[src/rtl/clkcfg_pkg.sv]
// Package clkcfg_pkg
// Shared types and constants for the configuration register slave.
// Assumes one device address and a fixed pair of header bytes on writes.
package clkcfg_pkg;

    // Number of header bytes after a write address that are acknowledged and dropped
    localparam int HDR_BYTES = 2;

    // Bus engine states
    typedef enum logic [2:0] {
        ST_IDLE = 3'd0,   // waiting for START
        ST_RX   = 3'd1,   // shifting in a byte on SCL rising edges
        ST_ACK  = 3'd2,   // holding SDA low during the acknowledge clock
        ST_TX   = 3'd3,   // shifting out a read byte on SCL falling edges
        ST_MACK = 3'd4    // sampling the master's acknowledge
    } bus_st_t;

    // Meaning of register 0 bits 1:0
    typedef enum logic [1:0] {
        MODE_NORMAL = 2'b00,
        MODE_TEST   = 2'b01,
        MODE_SPREAD = 2'b10,
        MODE_FLOAT  = 2'b11
    } op_mode_t;

endpackage

[src/rtl/clkcfg_line_sync.sv]
// Module clkcfg_line_sync
// Brings SCL and SDA into the clock domain and reports bus events:
// SCL edges, START (SDA falls while SCL high) and STOP (SDA rises while SCL high).
// Assumes STAGES >= 2 and a system clock well above the bus bit rate.
module clkcfg_line_sync #(
    parameter int STAGES = 2
) (
    input  logic clk,
    input  logic rst_n,
    input  logic scl_in,
    input  logic sda_in,
    output logic scl_s,
    output logic sda_s,
    output logic scl_rise,
    output logic scl_fall,
    output logic start_ev,
    output logic stop_ev
);

    logic [STAGES-1:0] scl_pipe;
    logic [STAGES-1:0] sda_pipe;
    logic              scl_d;
    logic              sda_d;

    // Synchroniser chains plus one delayed copy for edge detection; idle bus is high
    always_ff @(posedge clk) begin
        if (!rst_n) begin
            scl_pipe <= '1;
            sda_pipe <= '1;
            scl_d    <= 1'b1;
            sda_d    <= 1'b1;
        end else begin
            scl_pipe <= {scl_pipe[STAGES-2:0], scl_in};
            sda_pipe <= {sda_pipe[STAGES-2:0], sda_in};
            scl_d    <= scl_pipe[STAGES-1];
            sda_d    <= sda_pipe[STAGES-1];
        end
    end

    assign scl_s    = scl_pipe[STAGES-1];
    assign sda_s    = sda_pipe[STAGES-1];
    assign scl_rise = scl_s & ~scl_d;
    assign scl_fall = ~scl_s & scl_d;
    assign start_ev = scl_s & scl_d & sda_d & ~sda_s;
    assign stop_ev  = scl_s & scl_d & ~sda_d & sda_s;

endmodule

[src/rtl/clkcfg_reg_bank.sv]
// Module clkcfg_reg_bank
// Holds the configuration registers with one registered write port and one
// combinational read port. Indices at or beyond NREG read as all ones.
// Assumes the write index is below NREG whenever wr_en is high.
module clkcfg_reg_bank #(
    parameter int         NREG    = 7,
    parameter logic [7:0] RST_R0  = 8'h00,
    parameter logic [7:0] RST_OTH = 8'hFF,
    localparam int        IDX_W   = $clog2(NREG + 1)
) (
    input  logic              clk,
    input  logic              rst_n,
    input  logic              wr_en,
    input  logic [IDX_W-1:0]  wr_idx,
    input  logic [7:0]        wr_data,
    input  logic [IDX_W-1:0]  rd_idx,
    output logic [7:0]        rd_data,
    output logic [8*NREG-1:0] cfg_flat
);

    logic [7:0] regs [NREG];

    generate
        for (genvar i = 0; i < NREG; i++) begin : g_reg
            // One storage byte: reset value depends on position, loads on a matching write
            always_ff @(posedge clk) begin
                if (!rst_n)
                    regs[i] <= (i == 0) ? RST_R0 : RST_OTH;
                else if (wr_en && (wr_idx == IDX_W'(i)))
                    regs[i] <= wr_data;
            end
            assign cfg_flat[8*i +: 8] = regs[i];
        end
    endgenerate

    // Read mux: returns all ones past the end of the bank
    always_comb begin
        rd_data = 8'hFF;
        for (int k = 0; k < NREG; k++)
            if (rd_idx == IDX_W'(k)) rd_data = regs[k];
    end

    // the write port never targets a register beyond the bank
    a_r6_write_in_range: assert property (@(posedge clk) disable iff (!rst_n)
        wr_en |-> (wr_idx < IDX_W'(NREG)));

    // without a write strobe the bank contents hold
    a_r5_bank_holds: assert property (@(posedge clk) disable iff (!rst_n)
        !wr_en |=> $stable(cfg_flat));

endmodule

[src/rtl/clkcfg_bus_fsm.sv]
// Module clkcfg_bus_fsm
// Byte-level slave engine: matches the address, acknowledges bytes, drops the
// header bytes of a write, streams data into ascending registers and streams
// registers out on a read. Assumes synchronised bus inputs and event pulses.
module clkcfg_bus_fsm
    import clkcfg_pkg::*;
#(
    parameter logic [6:0] DEV_ADDR = 7'h69,
    parameter int         NREG     = 7,
    localparam int        IDX_W    = $clog2(NREG + 1),
    localparam int        HDR_W    = $clog2(HDR_BYTES + 1)
) (
    input  logic             clk,
    input  logic             rst_n,
    input  logic             scl_s,
    input  logic             sda_s,
    input  logic             scl_rise,
    input  logic             scl_fall,
    input  logic             start_ev,
    input  logic             stop_ev,
    input  logic [7:0]       rd_data,
    output logic             wr_en,
    output logic [IDX_W-1:0] wr_idx,
    output logic [7:0]       wr_data,
    output logic [IDX_W-1:0] rd_idx,
    output logic             sda_oe
);

    bus_st_t          st;
    logic [3:0]       bitcnt;
    logic [7:0]       shreg;
    logic             addr_ph;
    logic             is_rd;
    logic [HDR_W-1:0] hdr_cnt;
    logic [IDX_W-1:0] wr_ptr;
    logic [7:0]       rx_byte;

    // Byte as it stands after the current SCL rising edge
    assign rx_byte = {shreg[6:0], sda_s};
    assign rd_idx  = wr_ptr;

    // Main bus sequencer: events first, then per-state bit handling
    always_ff @(posedge clk) begin
        if (!rst_n) begin
            st      <= ST_IDLE;
            bitcnt  <= '0;
            shreg   <= '0;
            addr_ph <= 1'b0;
            is_rd   <= 1'b0;
            hdr_cnt <= '0;
            wr_ptr  <= '0;
            wr_en   <= 1'b0;
            wr_idx  <= '0;
            wr_data <= '0;
            sda_oe  <= 1'b0;
        end else begin
            wr_en <= 1'b0;
            if (start_ev) begin
                st      <= ST_RX;
                bitcnt  <= '0;
                addr_ph <= 1'b1;
                is_rd   <= 1'b0;
                hdr_cnt <= '0;
                wr_ptr  <= '0;
                sda_oe  <= 1'b0;
            end else if (stop_ev) begin
                st     <= ST_IDLE;
                sda_oe <= 1'b0;
            end else begin
                case (st)
                    ST_RX: begin
                        if (scl_rise && bitcnt != 4'd8) begin
                            shreg  <= rx_byte;
                            bitcnt <= bitcnt + 4'd1;
                            if (bitcnt == 4'd7) begin
                                if (addr_ph) begin
                                    if (rx_byte[7:1] == DEV_ADDR) is_rd <= rx_byte[0];
                                    else                          st    <= ST_IDLE;
                                end else if (hdr_cnt != HDR_W'(HDR_BYTES)) begin
                                    hdr_cnt <= hdr_cnt + 1'b1;
                                end else if (wr_ptr < IDX_W'(NREG)) begin
                                    wr_en   <= 1'b1;
                                    wr_idx  <= wr_ptr;
                                    wr_data <= rx_byte;
                                    wr_ptr  <= wr_ptr + 1'b1;
                                end
                            end
                        end else if (scl_fall && bitcnt == 4'd8) begin
                            st     <= ST_ACK;
                            sda_oe <= 1'b1;
                            bitcnt <= '0;
                        end
                    end
                    ST_ACK: begin
                        if (scl_fall) begin
                            addr_ph <= 1'b0;
                            bitcnt  <= '0;
                            if (is_rd) begin
                                st     <= ST_TX;
                                shreg  <= rd_data;
                                sda_oe <= ~rd_data[7];
                                if (wr_ptr < IDX_W'(NREG)) wr_ptr <= wr_ptr + 1'b1;
                            end else begin
                                st     <= ST_RX;
                                sda_oe <= 1'b0;
                            end
                        end
                    end
                    ST_TX: begin
                        if (scl_fall) begin
                            if (bitcnt == 4'd7) begin
                                st     <= ST_MACK;
                                sda_oe <= 1'b0;
                                bitcnt <= '0;
                            end else begin
                                shreg  <= {shreg[6:0], 1'b0};
                                sda_oe <= ~shreg[6];
                                bitcnt <= bitcnt + 4'd1;
                            end
                        end
                    end
                    ST_MACK: begin
                        if (scl_rise) begin
                            if (sda_s) st     <= ST_IDLE;
                            else       bitcnt <= 4'd1;
                        end else if (scl_fall && bitcnt == 4'd1) begin
                            st     <= ST_TX;
                            bitcnt <= '0;
                            shreg  <= rd_data;
                            sda_oe <= ~rd_data[7];
                            if (wr_ptr < IDX_W'(NREG)) wr_ptr <= wr_ptr + 1'b1;
                        end
                    end
                    default: st <= ST_IDLE;
                endcase
            end
        end
    end

    // the data line enable only moves while the synchronised clock is low
    a_r10_oe_moves_low: assert property (@(posedge clk) disable iff (!rst_n)
        !$stable(sda_oe) |-> !scl_s);

    // a START always releases the line and restarts bit counting
    a_r8_start_restarts: assert property (@(posedge clk) disable iff (!rst_n)
        start_ev |=> (!sda_oe && bitcnt == 4'd0 && st == ST_RX));

    // an idle engine never pulls the line
    a_r2_idle_released: assert property (@(posedge clk) disable iff (!rst_n)
        (st == ST_IDLE) |-> !sda_oe);

    // the bit counter never passes the acknowledge slot
    a_r4_bitcnt_bound: assert property (@(posedge clk) disable iff (!rst_n)
        bitcnt <= 4'd8);

endmodule

[src/rtl/clkcfg_i2c_slave.sv]
// Module clkcfg_i2c_slave
// Top of the configuration register slave: synchroniser, bus engine and
// register bank, plus decoding of the mode fields in register 0.
// Assumes an external open-drain pad driven by sda_oe and a slow bus.
module clkcfg_i2c_slave
    import clkcfg_pkg::*;
#(
    parameter logic [6:0] DEV_ADDR   = 7'h69,
    parameter int         NREG       = 7,
    parameter int         SYNC_STAGE = 2,
    localparam int        IDX_W      = $clog2(NREG + 1)
) (
    input  logic              clk,
    input  logic              rst_n,
    input  logic              scl_in,
    input  logic              sda_in,
    output logic              sda_oe,
    output logic [8*NREG-1:0] cfg_regs,
    output logic [1:0]        op_mode,
    output logic              spread_down,
    output logic              depth_half
);

    logic             scl_s, sda_s, scl_rise, scl_fall, start_ev, stop_ev;
    logic             wr_en;
    logic [IDX_W-1:0] wr_idx, rd_idx;
    logic [7:0]       wr_data, rd_data;
    op_mode_t         mode_dec;

    clkcfg_line_sync #(.STAGES(SYNC_STAGE)) u_sync (
        .clk      (clk),
        .rst_n    (rst_n),
        .scl_in   (scl_in),
        .sda_in   (sda_in),
        .scl_s    (scl_s),
        .sda_s    (sda_s),
        .scl_rise (scl_rise),
        .scl_fall (scl_fall),
        .start_ev (start_ev),
        .stop_ev  (stop_ev)
    );

    clkcfg_bus_fsm #(.DEV_ADDR(DEV_ADDR), .NREG(NREG)) u_fsm (
        .clk      (clk),
        .rst_n    (rst_n),
        .scl_s    (scl_s),
        .sda_s    (sda_s),
        .scl_rise (scl_rise),
        .scl_fall (scl_fall),
        .start_ev (start_ev),
        .stop_ev  (stop_ev),
        .rd_data  (rd_data),
        .wr_en    (wr_en),
        .wr_idx   (wr_idx),
        .wr_data  (wr_data),
        .rd_idx   (rd_idx),
        .sda_oe   (sda_oe)
    );

    clkcfg_reg_bank #(.NREG(NREG)) u_bank (
        .clk      (clk),
        .rst_n    (rst_n),
        .wr_en    (wr_en),
        .wr_idx   (wr_idx),
        .wr_data  (wr_data),
        .rd_idx   (rd_idx),
        .rd_data  (rd_data),
        .cfg_flat (cfg_regs)
    );

    // Field decode of register 0 for the clock logic
    assign mode_dec    = op_mode_t'(cfg_regs[1:0]);
    assign op_mode     = mode_dec;
    assign spread_down = cfg_regs[2];
    assign depth_half  = cfg_regs[7];

endmodule

[config.mk]
export PLATFORM = sky130hd
export DESIGN_NAME = clkcfg_i2c_slave
export DESIGN_NICKNAME = d
export VERILOG_FILES = /design/src/rtl/clkcfg_pkg.sv /design/src/rtl/clkcfg_line_sync.sv /design/src/rtl/clkcfg_reg_bank.sv /design/src/rtl/clkcfg_bus_fsm.sv /design/src/rtl/clkcfg_i2c_slave.sv
export SDC_FILE = /design/constraint.sdc
export NUM_CORES = 1
export LEC_CHECK = 0
export BUFFER_PORTS_ARGS = -buffer_cell sky130_fd_sc_hd__buf_4
export CORE_UTILIZATION = 35
export DETAILED_ROUTE_END_ITERATION = 8
export GPL_TIMING_DRIVEN = 0
export PLACE_DENSITY = 0.59
export SYNTH_ARGS = -nofsm -noshare
export SYNTH_HDL_FRONTEND = slang
export SYNTH_HIERARCHICAL = 1
export SYNTH_SLANG_ARGS = --single-unit
[constraint.sdc]
create_clock -name clk -period 3.25 [get_ports clk]
set_input_delay 0.1625 -clock clk [delete_from_list [all_inputs] [get_ports clk]]
set_output_delay 0.1625 -clock clk [all_outputs]
set_load 0.005 [all_outputs]
* Word level (Yosys, flattened, before mapping)
Memories as Yosys holds them, arrays and structs flattened.
Index checks and enable logic that the tools add are counted.
** Storage, ports and cells
- Input bits :: 4
- Register bits :: 40
- Logic and storage cells :: 222
- Memories kept :: 1
- Output and inout port bits :: 61
- RAM bits :: 56
** Cells by class
- Equal/unequal tests :: 52
- Muxes and demuxes :: 92
- Reduce and logical (&&, ||, !) cells :: 29
- Add/sub/neg operators :: 3
- Bitwise gates (word level) :: 28
- $lt $le $gt $ge :: 1
** Memories
- u_bank.regs :: words 7, width 8, rd ports 7, clocked after memory_dff 0, write ports 7, line clkcfg_reg_bank.sv:21 : logic [7:0] regs [NREG];
** Operator list (count)
- 8-bit two-way mux :: 14
- 3-bit two-way mux :: 20
- 7-bit two-way mux :: 7
- 1-bit two-way mux :: 37
- 4-bit two-way mux :: 8
- 7-bit one-hot mux with 4 select lines :: 1
- 3-bit == test (second input constant) :: 7
- 10-bit AND reduction :: 2
- 3-bit by 2-bit == test with 1-bit output (second input constant) :: 6
- 9-bit AND reduction :: 2
- 2-bit by 1-bit != test with 1-bit output (second input constant) :: 8
- 4-bit one-hot mux with 4 select lines :: 1
- 5-bit != test (second input constant) :: 3
- 2-bit != test (second input constant) :: 7
- 1-bit NOT :: 14
- 7-bit AND reduction :: 2
- 3-bit != test (second input constant) :: 4
- 4-bit by 3-bit != test with 1-bit output (second input constant) :: 3
- 3-bit one-hot mux with 4 select lines :: 1
- 6-bit AND reduction :: 2
- 1-bit logical AND :: 10
- 5-bit by 3-bit != test with 1-bit output (second input constant) :: 2
- 3-bit by 1-bit == test with 1-bit output (second input constant) :: 3
- 3-bit one-hot mux with 3 select lines :: 1
- 25 further kinds :: 40

* Logic depth before layout (Yosys ltp)
- Word-level depth :: 12
- Mapped depth :: 8
- Gate-level depth less buffers :: 7

* Modules after synthesis
The synthesis kept the hierarchy.
** Modules (own cells, without submodules)
- clkcfg_reg_bank :: sequential area each 1681.6 µm², instances 1, cells each 220, area each 2772.7 µm²
- clkcfg_bus_fsm :: sequential area each 680.7 µm², instances 1, cells each 225, area each 1961.9 µm²
- clkcfg_line_sync :: sequential area each 120.1 µm², instances 1, cells each 16, area each 190.2 µm²
- clkcfg_i2c_slave :: sequential area each 0.0 µm², instances 1, cells each 4, area each 30.0 µm²

* Worst setup path after synthesis
Ideal clock, no wire load.
- Path type :: register -> register
- Start point :: register u_sync.scl_d
- End point :: register u_fsm.shreg[1]
- Cell stages (with the launch flop) :: 8
- Data required time :: 3159 ps
- Setup time :: 91 ps
- Buffers on the path :: 1
- Period minus slack after synthesis :: 2139 ps
- Setup slack :: 1111 ps
- Arrival time :: 2048 ps
- Path through :: dfxtp_1 > nor2b_1 > nand4bb_1 > a221o_1 > a2111oi_4 > buf_2 > a21oi_1 > a311oi_1
** On the way
- Elaborated cells on any way between the ends :: 18
- Those cells by class :: eq/ne: 5; bitwise: 10; reduce/logical: 3
** RTL lines
- start, declared :: line clkcfg_line_sync.sv:22 : logic scl_d;
- start signal, assigned :: line clkcfg_line_sync.sv:35 : scl_d <= scl_pipe[STAGES-1];
- 1-bit AND (*) :: line clkcfg_line_sync.sv:43 : assign scl_fall = ~scl_s & scl_d;
- named net scl_fall :: line clkcfg_i2c_slave.sv:24 : logic scl_s, sda_s, scl_rise, scl_fall, start_ev, stop_ev;
- 1-bit logical AND :: line clkcfg_bus_fsm.sv:126 : end else if (scl_fall && bitcnt == 4'd1) begin
- 2-bit by 1-bit != test with 1-bit output (no source line)
- 10-bit AND reduction (no source line) (*)
- end signal, assigned :: line clkcfg_bus_fsm.sv:100 : shreg <= rd_data;
- end signal, assigned :: line clkcfg_bus_fsm.sv:116 : shreg <= {shreg[6:0], 1'b0};
- end signal, assigned :: line clkcfg_bus_fsm.sv:129 : shreg <= rd_data;
- end, declared :: line clkcfg_bus_fsm.sv:31 : logic [7:0] shreg;
The timed path passes the listed nets; every way through them passes the cells marked *.
A chain may end at the register's enable or synchronous reset.

* Final worst setup path
Same ends and word-level chain as after synthesis.

==> flow_summary.html <==
<table>
<tr><th>Metric</th><th>Value</th></tr>
<tr><th colspan="2">Status</th></tr>
<tr><td>Outcome</td><td>finished, final reports clean</td></tr>
<tr><th colspan="2">Synth</th></tr>
<tr><td>Post-synthesis async set-or-reset flop share</td><td>0%</td></tr>
<tr><td>Most area-hungry cell type in the Yosys netlist</td><td>edfxtp_1</td></tr>
<tr><td>Synth Area in Compound Gates</td><td>14.92%</td></tr>
<tr><td>Number of synthesized flops with an enable pin</td><td>56</td></tr>
<tr><td>Area contributors post-synth</td><td>edfxtp_1 34%, dfxtp_1 16%, or3_1 5.2%</td></tr>
<tr><td>Area share of fa/ha/maj cells after synthesis</td><td>1.263%</td></tr>
<tr><td>Flip-flop and latch count after synthesis</td><td>96</td></tr>
<tr><td>Post-synthesis net count</td><td>474</td></tr>
<tr><td>Count of cell types in the netlist</td><td>70</td></tr>
<tr><td>Main combinational cell family by area after synthesis</td><td>simple AND/OR/NAND/NOR gates</td></tr>
<tr><td>XOR/XNOR share of the synthesized area</td><td>0.3535%</td></tr>
<tr><td>Mux share of post-synthesis cell area</td><td>6.263%</td></tr>
<tr><td>Synthesized area per cell</td><td>10.66 um^2</td></tr>
<tr><td>Fraction of the yosys area taken by sequential cells</td><td>50.10%</td></tr>
<tr><td>Total number of yosys warnings</td><td>6</td></tr>
<tr><td>Cell area after synthesis</td><td>4955 um^2</td></tr>
<tr><td>Simple-Gate Fraction of Synth Area</td><td>22.75%</td></tr>
<tr><td>Main flop type after synthesis</td><td>edfxtp_1</td></tr>
<tr><td>Area share of the leading cell type in the synthesized netlist</td><td>33.94%</td></tr>
<tr><td>Synthesized instance count</td><td>465</td></tr>
<tr><td>Most instantiated library cell after synthesis</td><td>edfxtp_1</td></tr>
<tr><td>Synth cell count leaders</td><td>56 x edfxtp_1, 41 x or3_1, 40 x dfxtp_1</td></tr>
<tr><th colspan="2">Setup path</th></tr>
<tr><td>Crit end category</td><td>flip-flop</td></tr>
<tr><td>Required time reported for the critical path endpoint</td><td>3510 ps</td></tr>
<tr><td>CP Data Arrival Time</td><td>3000 ps</td></tr>
<tr><td>Worst reg-to-reg path cell count</td><td>7</td></tr>
<tr><td>Category of the most critical setup path</td><td>flip-flop to flip-flop</td></tr>
<tr><td>Critical path startpoint category</td><td>flip-flop</td></tr>
<tr><td>Slack of the worst reg-to-reg path</td><td>510 ps</td></tr>
<tr><td>Worst reg2reg startpoint</td><td>u_sync/scl_d</td></tr>
<tr><td>Critical Path Fanout Max</td><td>10</td></tr>
<tr><td>Destination of the worst register-to-register timing path</td><td>u_fsm/shreg[1]</td></tr>
<tr><th colspan="2">Global route</th></tr>
<tr><td>Maximum number of pins on one net before global-route repair</td><td>19</td></tr>
<tr><td>First-pass GRT wire length</td><td>20,560 um</td></tr>
<tr><td>Antenna violations before repair</td><td>0</td></tr>
<tr><td>Aggregate global-route resource usage</td><td>19.04%</td></tr>
<tr><td>Sum of overflow across all layers after global routing</td><td>0</td></tr>
<tr><td>Vias in the first global route</td><td>3,536</td></tr>
<tr><th colspan="2">Pwr</th></tr>
<tr><td>Leakage power figure</td><td>1.941 nW</td></tr>
<tr><td>Overall power consumption</td><td>0.002529 W</td></tr>
<tr><td>Peak ir drop on the vdd network</td><td>225.9 uV</td></tr>
<tr><td>Power density over cell area</td><td>422.8 nW/um^2</td></tr>
<tr><th colspan="2">Job</th></tr>
<tr><td>Max-cap violations</td><td>0</td></tr>
<tr><th colspan="2">STA</th></tr>
<tr><td>Worst Max-Slew Pin Slew</td><td>1214 ps</td></tr>
<tr><td>Final critical delay including setup and external delays</td><td>2743 ps</td></tr>
<tr><td>Count of final max-slew check failures</td><td>0</td></tr>
<tr><td>Achievable clock frequency</td><td>0.3645 GHz</td></tr>
<tr><td>Part of the cycle the worst path needs</td><td>84.42%</td></tr>
<tr><td>Final worst-path setup slack</td><td>506.5 ps</td></tr>
<tr><td>Worst-case headroom to the max-slew limit</td><td>18.20%</td></tr>
<tr><td>Hold Vio Cnt, Final</td><td>0</td></tr>
<tr><td>Total Negative Setup Slacks</td><td>0 ps</td></tr>
<tr><td>RSZ-0062 raised after global routing</td><td>no</td></tr>
<tr><td>Number of endpoints failing setup at the final stage</td><td>0</td></tr>
<tr><td>Minimum hold slack</td><td>64.03 ps</td></tr>
<tr><td>Final setup skew</td><td>8.660 ps</td></tr>
<tr><th colspan="2">Route</th></tr>
<tr><td>Number of vias per cell after detailed routing</td><td>5.490</td></tr>
<tr><td>Number of remaining DRC errors</td><td>0</td></tr>
<tr><td>Sum of routed wire length over all layers</td><td>13,750 um</td></tr>
<tr><td>Number of nets with antenna violations after detailed routing</td><td>0</td></tr>
<tr><td>Number of detailed-route iterations in the first pass</td><td>6</td></tr>
<tr><td>Detailed-route via count</td><td>4,002</td></tr>
<tr><td>Final routed wire length divided by cell count</td><td>18.87 um</td></tr>
<tr><td>DR iter-0 viols</td><td>386</td></tr>
<tr><th colspan="2">Layout</th></tr>
<tr><td>Fraction of layout cells with a size suffix above 1</td><td>24.23%</td></tr>
<tr><td>Finished Core Util</td><td>43.26%</td></tr>
<tr><td>Sequential cell area</td><td>2482 um^2</td></tr>
<tr><td>Area Overhead vs Synth</td><td>20.73%</td></tr>
<tr><td>Number of diodes</td><td>0</td></tr>
<tr><td>Net count, final</td><td>553</td></tr>
<tr><td>Area of the multi-input gates</td><td>2257 um^2</td></tr>
<tr><td>Fill count</td><td>1,335</td></tr>
<tr><th colspan="2">Clocking</th></tr>
<tr><td>TritonCTS clock tree</td><td>done</td></tr>
<tr><td>CTS H-tree lvls</td><td>3</td></tr>
<tr><td>Post CTS Setup Buffer Count</td><td>0</td></tr>
<tr><td>Clock insertion delay at the later pin of the skew report</td><td>360 ps</td></tr>
<tr><td>Buffer levels on the longest clock path</td><td>2</td></tr>
<tr><td>Worst-path clk slew</td><td>70 ps</td></tr>
<tr><td>Total clock buffers created by CTS</td><td>9</td></tr>
<tr><td>Number of clock sinks seen by CTS</td><td>96</td></tr>
<tr><td>Number of gates resized after CTS</td><td>0</td></tr>
<tr><td>Master cell of the clock root buffer</td><td>clkbuf_16</td></tr>
<tr><th colspan="2">Floorplanning</th></tr>
<tr><td>Full die area</td><td>14,640 um^2</td></tr>
<tr><td>Die Wd</td><td>121.0 um</td></tr>
<tr><td>Die outline height</td><td>121.0 um</td></tr>
<tr><td>Starting utilization of the core area</td><td>35.83%</td></tr>
<tr><td>Ports</td><td>65</td></tr>
<tr><td>Std-Cell Rows</td><td>43</td></tr>
<tr><td>Area of the core</td><td>13,830 um^2</td></tr>
<tr><th colspan="2">Placed design</th></tr>
<tr><td>Global placer's final weighted congestion</td><td>0.9132</td></tr>
<tr><td>Half-perimeter wire length of the detailed placement result</td><td>9990 um</td></tr>
<tr><td>Port bufs</td><td>64</td></tr>
<tr><td>DP Worst Slack</td><td>610.4 ps</td></tr>
<tr><th colspan="2">Hold path</th></tr>
<tr><td>Hold Path Sink</td><td>u_sync/scl_pipe[0]</td></tr>
<tr><td>Source of the worst hold timing path</td><td>rst_n</td></tr>
<tr><td>Hold depth</td><td>2</td></tr>
<tr><td>Path category of the worst min-delay check</td><td>input pin to flip-flop</td></tr>
</table>
[critical path, cell delays in order (launching register included)]
cell and delay [ps]:
dfxtp_1 360, nor2b_1 470, nand4bb_1 310, a221o_1 470, a2111oi_4 380, buf_2 280
a21oi_1 90, a311oi_1 280
[kinds of logic after synthesis]
group,Yosys count
simple gates,183
compound gates,107
flops,96
mux,30
fa+ha+maj,5
buf+inv,42
xor+xnor,2
[worst max-delay path by stage]
stage	slack [ps]	start	to	cells after the start
6_report	510	u_sync/scl_d	u_fsm/shreg[1]	7
3_5_place_dp	610	u_sync/scl_d	u_fsm/shreg[1]	7
2_1_floorplan	1110	u_sync/scl_d	u_fsm/shreg[1]	7
5_1_grt	380	u_sync/scl_d	u_fsm/shreg[6]	7
4_1_cts	580	u_sync/scl_d	u_fsm/shreg[1]	7
3_3_place_gp	650	u_sync/scl_d	u_fsm/shreg[6]	7
[placed cells by master (no fill, tap or decap), types with 3 or more instances in the layout]
master,n
ha_1,5
o221ai_1,3
or2_1,8
o32ai_1,7
buf_1,3
a21boi_0,3
nor2_1,30
a21oi_1,32
nand2b_1,27
nand3_1,5
inv_1,9
nor3b_1,3
nor2b_1,3
a311oi_1,6
mux2_2,8
buf_4,72
o21ai_0,11
o31ai_1,4
nand3b_1,5
dfxtp_1,40
nand2_1,14
clkbuf_1,10
buf_2,11
or2b_1,5
clkbuf_16,9
edfxtp_1,56
mux2i_1,22
or2_2,9
o22ai_1,20
and2_1,8
or3_1,41
[layout make-up]
| class | count | share of cell area [%] |
|---|---|---|
| well taps | 180 | 3.765 |
| flip-flops and latches | 96 | 41.50 |
| multi-input cells | 327 | 37.73 |
| repair buffers | 68 | 8.534 |
| inverters | 9 | 0.5647 |
| clock inverters | 7 | 1.109 |
| plain buffers | 33 | 3.033 |
| clock buffers | 9 | 3.765 |
[per-stage QoR]
step / cell area [um^2] / instances
after floorplan: 4955 / 465
after global placement: 5660 / 709
after detailed placement: 5660 / 709
after CTS: 5972 / 727
after global routing: 5982 / 729
final: 5982 / 729
[sequential cells by signal, summed over array words and instances (netlist names), 2 cells and up]
signal           cells
u_fsm/bitcnt         4
u_fsm/rd_idx         3
u_fsm/shreg          7
u_fsm/hdr_cnt        2
u_fsm/st             3
u_sync/scl_pipe      2
u_sync/sda_pipe      2
u_fsm/wr_data        8
u_bank/regs         56
u_fsm/wr_idx         3
[timing repair]
| action | in CTS | in global routing |
|---|---|---|
| endpoints found under the hold margin | 2 | 0 |
| setup endpoints to repair | 0 | 0 |
| hold buffers | 2 | 0 |
[layer usage]
metal,wire length (um),vias up,track usage (%)
met4,288,0,6.867
met1,6263,1944,26.71
li1,-,1899,-
met3,750,21,3.148
met2,6453,138,29.43
met5,0,-,0
[report_power, final]
part,leakage [nW],internal (W),switching (W)
sequential,0.731,0.00130,0.0000214
clock,0.141,0.000536,0.000503
combinational,1.07,0.0000698,0.0000999
Power figures use the tool's default switching activity.
